[config.mk]
export PLATFORM = sky130hd
export DESIGN_NAME = bus_timeout_guard
export DESIGN_NICKNAME = d
export VERILOG_FILES = /design/src/rtl/bto_pkg.sv /design/src/rtl/bto_timer.sv /design/src/rtl/bto_fault_latch.sv /design/src/rtl/bto_reg_port.sv /design/src/rtl/bus_timeout_guard.sv
export SDC_FILE = /design/constraint.sdc
export NUM_CORES = 1
export LEC_CHECK = 0
export BUFFER_PORTS_ARGS = -buffer_cell sky130_fd_sc_hd__buf_4
export CAP_MARGIN = 40
export CORE_UTILIZATION = 45
export CTS_CLUSTER_SIZE = 16
export DETAILED_ROUTE_END_ITERATION = 10
export PLACE_DENSITY = 0.68
export SETUP_SLACK_MARGIN = 0.05
export SLEW_MARGIN = 20
export SYNTH_ARGS = -nofsm -noshare
export SYNTH_HDL_FRONTEND = slang
export SYNTH_HIERARCHICAL = 1
export SYNTH_SLANG_ARGS = --single-unit
[constraint.sdc]
create_clock -name clk -period 1.92 [get_ports clk]
set_clock_uncertainty 0.2 [all_clocks]
set_input_delay 0.576 -clock clk [delete_from_list [all_inputs] [get_ports clk]]
set_output_delay 0.576 -clock clk [all_outputs]
set_load 0.005 [all_outputs]
[src/rtl/bto_pkg.sv]
package bto_pkg;
  localparam int REG_W = 32;

  typedef struct packed {
    logic cyc;
    logic stb;
    logic ack;
  } bus_obs_t;

  function automatic logic bus_active(bus_obs_t o);
    return o.cyc && (o.stb || o.ack);
  endfunction
endpackage

[src/rtl/bto_timer.sv]
module bto_timer
  import bto_pkg::*;
#(
  parameter int CNT_W   = 14,
  parameter int TIMEOUT = 'h2000
) (
  input  logic     clk,
  input  logic     rst,
  input  bus_obs_t obs_i,
  output logic     fire_o
);
  localparam logic [CNT_W-1:0] LOAD = CNT_W'(TIMEOUT);
  localparam logic [CNT_W-1:0] ONE  = CNT_W'(1);

  logic [CNT_W-1:0] cnt_q;
  logic             fire_q;
  logic             reload;

  assign reload = bus_active(obs_i);

  always_ff @(posedge clk) begin
    if (rst) begin
      cnt_q  <= LOAD;
      fire_q <= 1'b0;
    end else if (reload) begin
      cnt_q  <= LOAD;
      fire_q <= 1'b0;
    end else if (obs_i.cyc && (cnt_q != '0)) begin
      cnt_q  <= cnt_q - ONE;
      fire_q <= (cnt_q == ONE);
    end else begin
      fire_q <= 1'b0;
    end
  end

  assign fire_o = fire_q;


  reload_on_activity_chk: assert property (@(posedge clk) disable iff (rst)
    bus_active(obs_i) |=> (cnt_q == LOAD));


  idle_bus_hold_chk: assert property (@(posedge clk) disable iff (rst)
    !obs_i.cyc |=> $stable(cnt_q));


  fire_after_expiry_chk: assert property (@(posedge clk) disable iff (rst)
    fire_q |-> ($past(obs_i.cyc) && ($past(cnt_q) == ONE)));


  single_pulse_chk: assert property (@(posedge clk) disable iff (rst)
    fire_q |=> !fire_q);


  zero_hold_chk: assert property (@(posedge clk) disable iff (rst)
    ((cnt_q == '0) && !bus_active(obs_i)) |=> ((cnt_q == '0) && !fire_q));
endmodule

[src/rtl/bto_fault_latch.sv]
module bto_fault_latch #(
  parameter int ADDR_W = 24
) (
  input  logic              clk,
  input  logic              rst,
  input  logic              tmo_i,
  input  logic              serr_i,
  input  logic [ADDR_W-1:0] addr_i,
  output logic [ADDR_W-1:0] fault_o
);
  logic [ADDR_W-1:0] fault_q;

  always_ff @(posedge clk) begin
    if (rst)
      fault_q <= '0;
    else if (tmo_i || serr_i)
      fault_q <= addr_i;
  end

  assign fault_o = fault_q;


  tmo_capture_chk: assert property (@(posedge clk) disable iff (rst)
    tmo_i |=> (fault_q == $past(addr_i)));


  serr_capture_chk: assert property (@(posedge clk) disable iff (rst)
    serr_i |=> (fault_q == $past(addr_i)));


  quiet_hold_chk: assert property (@(posedge clk) disable iff (rst)
    (!tmo_i && !serr_i) |=> $stable(fault_q));
endmodule

[src/rtl/bto_reg_port.sv]
module bto_reg_port
  import bto_pkg::*;
#(
  parameter int ADDR_W = 24
) (
  input  logic              clk,
  input  logic              rst,
  input  logic              stb_i,
  input  logic              we_i,
  input  logic [ADDR_W-1:0] fault_i,
  output logic              ack_o,
  output logic [REG_W-1:0]  rdata_o
);
  logic [REG_W-1:0] ext;
  logic             ack_q;
  logic [REG_W-1:0] rdata_q;

  generate
    if (ADDR_W < REG_W) begin : g_pad
      assign ext = {{(REG_W-ADDR_W){1'b0}}, fault_i};
    end else begin : g_trim
      assign ext = fault_i[REG_W-1:0];
    end
  endgenerate

  always_ff @(posedge clk) begin
    if (rst) begin
      ack_q   <= 1'b0;
      rdata_q <= '0;
    end else begin
      ack_q <= stb_i;
      if (stb_i && !we_i)
        rdata_q <= ext;
    end
  end

  assign ack_o   = ack_q;
  assign rdata_o = rdata_q;


  ack_follows_stb_chk: assert property (@(posedge clk) disable iff (rst)
    stb_i |=> ack_q);


  ack_needs_stb_chk: assert property (@(posedge clk) disable iff (rst)
    ack_q |-> $past(stb_i));
endmodule

[src/rtl/bus_timeout_guard.sv]
module bus_timeout_guard
  import bto_pkg::*;
#(
  parameter int ADDR_W  = 24,
  parameter int CNT_W   = 14,
  parameter int TIMEOUT = 'h2000
) (
  input  logic              clk,
  input  logic              rst,
  input  logic              m_cyc,
  input  logic              m_stb,
  input  logic              m_ack,
  input  logic [ADDR_W-1:0] m_addr,
  input  logic              s_err,
  output logic              m_err,
  output logic              timeout_o,
  input  logic              cfg_stb,
  input  logic              cfg_we,
  output logic              cfg_ack,
  output logic [REG_W-1:0]  cfg_rdata
);
  bus_obs_t          obs;
  logic              fire;
  logic [ADDR_W-1:0] fault;

  assign obs = '{cyc: m_cyc, stb: m_stb, ack: m_ack};

  bto_timer #(.CNT_W(CNT_W), .TIMEOUT(TIMEOUT)) u_timer (
    .clk(clk), .rst(rst), .obs_i(obs), .fire_o(fire)
  );

  bto_fault_latch #(.ADDR_W(ADDR_W)) u_latch (
    .clk(clk), .rst(rst), .tmo_i(fire), .serr_i(s_err),
    .addr_i(m_addr), .fault_o(fault)
  );

  bto_reg_port #(.ADDR_W(ADDR_W)) u_port (
    .clk(clk), .rst(rst), .stb_i(cfg_stb), .we_i(cfg_we),
    .fault_i(fault), .ack_o(cfg_ack), .rdata_o(cfg_rdata)
  );

  assign m_err     = s_err | fire;
  assign timeout_o = fire;


  reset_quiet_chk: assert property (@(posedge clk)
    rst |=> (!timeout_o && (cfg_rdata == '0)));
endmodule

After elaboration in Yosys (flattened, before gate mapping) --
Cells that the tools add are included.
Operators by class: add/sub/neg operators 1, equal/unequal tests 1, bitwise operators 2, reductions and logical operators 9
Operators with widths (number):
- equality test 14 x 1 -> 1 bit (second input constant) | 1
- nonzero test 14 bit | 1
- subtractor 14 x 1 -> 14 bit (second input constant) | 1
- logical AND 1 bit | 3
- OR reduction 3 bit | 1
- logical OR 1 bit | 2
- OR reduction 2 bit | 1
- zero test 1 bit | 1
- inverter 1 bit | 1
- OR 1 bit | 1
Word-level totals: bits in registers 64, bits of input ports 32, output and inout bits 35, word-level logic and storage cells 18

Logic depth before layout (Yosys ltp) --
word-level depth 4, mapped depth 6, gate-level depth less buffers 6

By module --
Netlist, hierarchy kept.
Modules (own cells, without submodules):
- bto_reg_port | times used 1, cells an instance 119, area each 1262.5 µm², sequential area each 500.5 µm²
- bto_fault_latch | times used 1, cells an instance 108, area each 985.9 µm², sequential area each 480.5 µm²
- bto_timer | times used 1, cells an instance 93, area each 822.0 µm², sequential area each 300.3 µm²
- bus_timeout_guard | times used 1, cells an instance 1, area each 6.3 µm², sequential area each 0.0 µm²

Worst setup path before layout --
OpenSTA, ideal clock, no wires.
kind in2reg, from input port m_cyc, to register u_timer.cnt_q[5], library setup time 59 ps, arrival 1638 ps, data required time 1661 ps, path slack 23 ps, cell stages on the path 4, path buffers 0, path through or3b_4 > or2_1 > a2111oi_2 > a31o_1
Between the ends: word-level cells in the longest chain between the ends 2, elaborated cells between the ends (all ways) 3, classes of those cells reduce/logical (3)
Ends and longest elaborated chain:
- start, declared | RTL line bus_timeout_guard.sv:10 | input logic m_cyc,
- logical AND 1 bit | RTL line bto_pkg.sv:11 | return o.cyc && (o.stb || o.ack);
- OR reduction 2 bit (no source line)
- end signal, assigned | RTL line bto_timer.sv:29 | cnt_q <= cnt_q - ONE;
- end, declared | RTL line bto_timer.sv:15 | logic [CNT_W-1:0] cnt_q;
Parallel ways exist; a longest one is shown, timed or not. A chain may end at the register's enable or synchronous reset.

Worst setup path in the final report --
from register u_timer.fire_q (netlist: u_timer/fire_o), to output port m_err
Between the ends: word-level cells in the longest chain between the ends 1
Ends and longest elaborated chain:
- start, declared | RTL line bto_timer.sv:16 | logic fire_q;
- start signal, assigned | RTL line bto_timer.sv:30 | fire_q <= (cnt_q == ONE);
- OR 1 bit | RTL line bus_timeout_guard.sv:42 | assign m_err = s_err | fire;
- end, declared | RTL line bus_timeout_guard.sv:15 | output logic m_err,
No other way between the ends.

==> impl_metrics.json <==
{
  "area_delta_synth_final_pct": 27.61,
  "r2r_cells": 7,
  "io_buffers": 58,
  "p_leak_nw": 1.537,
  "antenna_found_initial": 0,
  "rrSetupSlack_ns": 0.12,
  "ys_seq_elements": 64,
  "nFillCells": 595,
  "drive_gt1_frac": 0.3401,
  "grt_pass1_wl_mm": 11.29,
  "ys_seq_area_frac": 0.4164,
  "synth_area_um2": 3077,
  "synth_most_common_cell": "dfxtp_1",
  "synth-edff-count": 0,
  "fin_crit_ns": 1.820,
  "seqPwrFrac": 0.452,
  "outcome": "finished, final reports clean",
  "setup.worst_path.start_class": "flip-flop",
  "slew_violations": 0,
  "crit_type": "reg2out",
  "muxShareOfSynthArea": 0.01627,
  "synth_compound_area_frac": 0.1826,
  "yosysWarningCount": 6,
  "worstPathMaxFanout": 3,
  "fin_crit_sh": 0.9480,
  "tightest_slew_ns": 0.5279,
  "synth_top_area_frac": 0.4164,
  "root_buffer": "clkbuf_8",
  "end_kind": "output pin",
  "max_slew_margin": 0.6481,
  "fin_util": 0.6079,
  "min_from": "u_port/rdata_o[14]$_SDFFE_PP0P_",
  "path_clk_slew_ns": 0.07,
  "hold_path.class": "reg2reg",
  "first_iter_violations": 128,
  "synth-simple-area-share": 0.3074,
  "post_drt_wl_per_cell_um": 14.27,
  "drt_pass1_iterations": 6,
  "async_reset_ff_frac": 0,
  "drt-total-wl_mm": 6.762,
  "required_ns": 1.14,
  "crit_arrival_ns": 1.04,
  "grt_start_max_net_pins": 68,
  "clk_path_buf_depth": 2,
  "hold_violations": 0,
  "viasPerCell": 5.426,
  "vias": 2572,
  "irDropWorstVdd_mv": 0.3763,
  "grt_pass1_vias": 2346,
  "rr_endpoint": "u_timer/cnt_q[3]$_SDFFE_PP0P_",
  "crit-reg2reg-launch": "u_timer/cnt_q[0]$_SDFFE_PP0P_",
  "slowest_stage": "dfxtp_4",
  "synth_common_cells": "dfxtp_1 (64), a21oi_1 (30), nand2b_1 (26)",
  "combPwrFrac": 0.164,
  "synth-main-ff-cell": "dfxtp_1",
  "initial_core_util": 0.4764,
  "fin_nets": 426,
  "holdBufCountCts": 0,
  "route.met3.wl_um": 280,
  "path_cells": "or2_1 -> buf_4",
  "setup_viol": 0,
  "synthesis.area_per_instance_um2": 9.585,
  "clkSinkCount": 64,
  "holdPathStages": 2,
  "maxCapViolCount": 0,
  "pre_cts_ws_ns": -0.01170,
  "synth_top_family_by_area": "simple AND/OR/NAND/NOR gates",
  "netSwitchingFraction": 0.2573,
  "antenna_cells": 0,
  "cpPeakStageDelay_ns": 0.35,
  "wl_met2_mm": 3.070,
  "insertion_delay_ns": 0.34,
  "synth_fa_ha_area_frac": 0.008133,
  "dp_hpwl_mm": 4.449,
  "rsz0062_at_grt": "true",
  "grt_overflow": 0,
  "h-tree-depth": 3,
  "synth_area_leaders": "dfxtp_1 (42%), nand4bb_1 (8.8%), or3b_1 (6.8%)",
  "wl_met1_mm": 3.304,
  "track_usage": 0.1985,
  "drc": 0,
  "top_layer": "met4",
  "yosys.area.top_type": "dfxtp_1",
  "antenna_left": 0,
  "p_int_mw": 2.369,
  "die_area_um2": 7172,
  "die_w_um": 84.69,
  "dp.cells": 456,
  "fin_ws_ns": 0.09987,
  "gp_congestion": 0.8726,
  "cp-startpoint": "u_timer/fire_o$_SDFF_PP0_",
  "postSynthCellCount": 321,
  "clock.fmax_mhz": 549.4,
  "powerDensity_nw_per_um2": 812.5,
  "coreArea_um2": 6459,
  "synthXorXnorAreaFrac": 0.002847,
  "fp-row-count": 29,
  "cts_tree": "yes",
  "die_h_um": 84.69,
  "hold_path_end": "u_port/rdata_o[14]$_SDFFE_PP0P_",
  "finalNonFillerCells": 474,
  "clkPwrFrac": 0.384,
  "p_switching_mw": 0.8208,
  "numCtsBuffers": 9,
  "ys_types": 47,
  "ios": 67
}
[power groups by stage]
| stage | registers (mW) | logic (mW) | clock network, mW |
|---|---|---|---|
| after floorplan | 1.47 | 0.332 | 0 |
| after global placement | 1.47 | 0.514 | 0 |
| after detailed placement | 1.47 | 0.516 | 0 |
| after CTS | 1.44 | 0.521 | 1.26 |
| after global routing | 1.45 | 0.578 | 1.31 |
| final | 1.44 | 0.522 | 1.23 |
[flip-flops by register name (all words and copies together), names as in the netlist]
register,cells
u_timer/cnt_q,14
u_port/ack_o,1
u_timer/fire_o,1
u_latch/fault_o,24
u_port/rdata_o,24
[cell families after synthesis]
family,Yosys count
XOR/XNOR,1
AO/OA/AOI/OAI,90
buffers and inverters,36
AND/OR/NAND/NOR,122
other,1
flip-flops,64
adder cells (fa/ha/maj),2
multiplexers,5
[routing by layer]
layer | global-route usage | vias up
met5 | 0 | -
met4 | 0.09707 | 0
met3 | 0.04130 | 7
met2 | 0.2949 | 55
met1 | 0.2743 | 1206
li1 | - | 1304
[how the worst max path moves through the flow]
stage / end / cells past startpoint
6_report: m_err / 2
2_1_floorplan: u_timer/cnt_q[5]$_SDFFE_PP0P_ / 5
5_1_grt: u_timer/cnt_q[3]$_SDFFE_PP0P_ / 7
4_1_cts: m_err / 2
3_5_place_dp: u_timer/cnt_q[7]$_SDFFE_PP0P_ / 5
3_3_place_gp: u_timer/cnt_q[9]$_SDFFE_PP0P_ / 5
[worst max-delay path: cells and delay by family (launching register included)]
family	cells	cell delay [ns]
buffers and inverters	1	0.13
AND/OR/NAND/NOR	1	0.23
flip-flops	1	0.35
[cells in the final DEF, fill, tap and decap left out, types with 2 or more instances in the layout]
cell type  netlist  layout
a211oi_1         2       2
a21oi_1         30      30
buf_12           0       2
buf_4            8      83
clkbuf_8         0      12
conb_1           1       8
dfxtp_1         64      61
dfxtp_2          0       2
ha_1             2       2
inv_1            4       4
mux2i_1          5       5
nand2_1         10      10
nand2b_1        26      26
nand3_1          4       4
nand4_1          2       2
nand4bb_1       24      24
nor2_1           8       8
nor3_1           2       2
nor4_1           3       3
nor4_4           2       2
o21ai_0         24      24
o21ai_1          6       6
o21ai_2         20      20
or2_1            2       2
or3_1            4       4
or3b_1          24      24
[through the flow]
stage               instance area [um^2]  hold slack (ns)  total power, mW  TNS [ns]
floorplan                           3126           0.2585            1.799         0
global placement                    3675           0.2637            1.985         0
detailed placement                  3675           0.2655            1.988  -0.02577
CTS                                 3899           0.2774            3.219         0
global route                        3926           0.2898            3.339         0
finish                              3926           0.2732            3.190         0
[timing repair]
item,CTS,global route
pin swaps,0,2
setup endpoints to repair,2,5
setup buffers,0,2
gates resized for setup,2,4
endpoints found under the hold margin,0,0
[layout make-up]
cell class	count	area, um^2	area share
clock buffers	12	165.2	0.04206
clock inverters	4	51.30	0.01307
inverters	4	15.01	0.003824
multi-input cells	228	1648	0.4197
flip-flops and latches	64	1287	0.3279
well taps	77	96.34	0.02454
repair buffers	85	663.1	0.1689
Power figures use the tool's default switching activity.
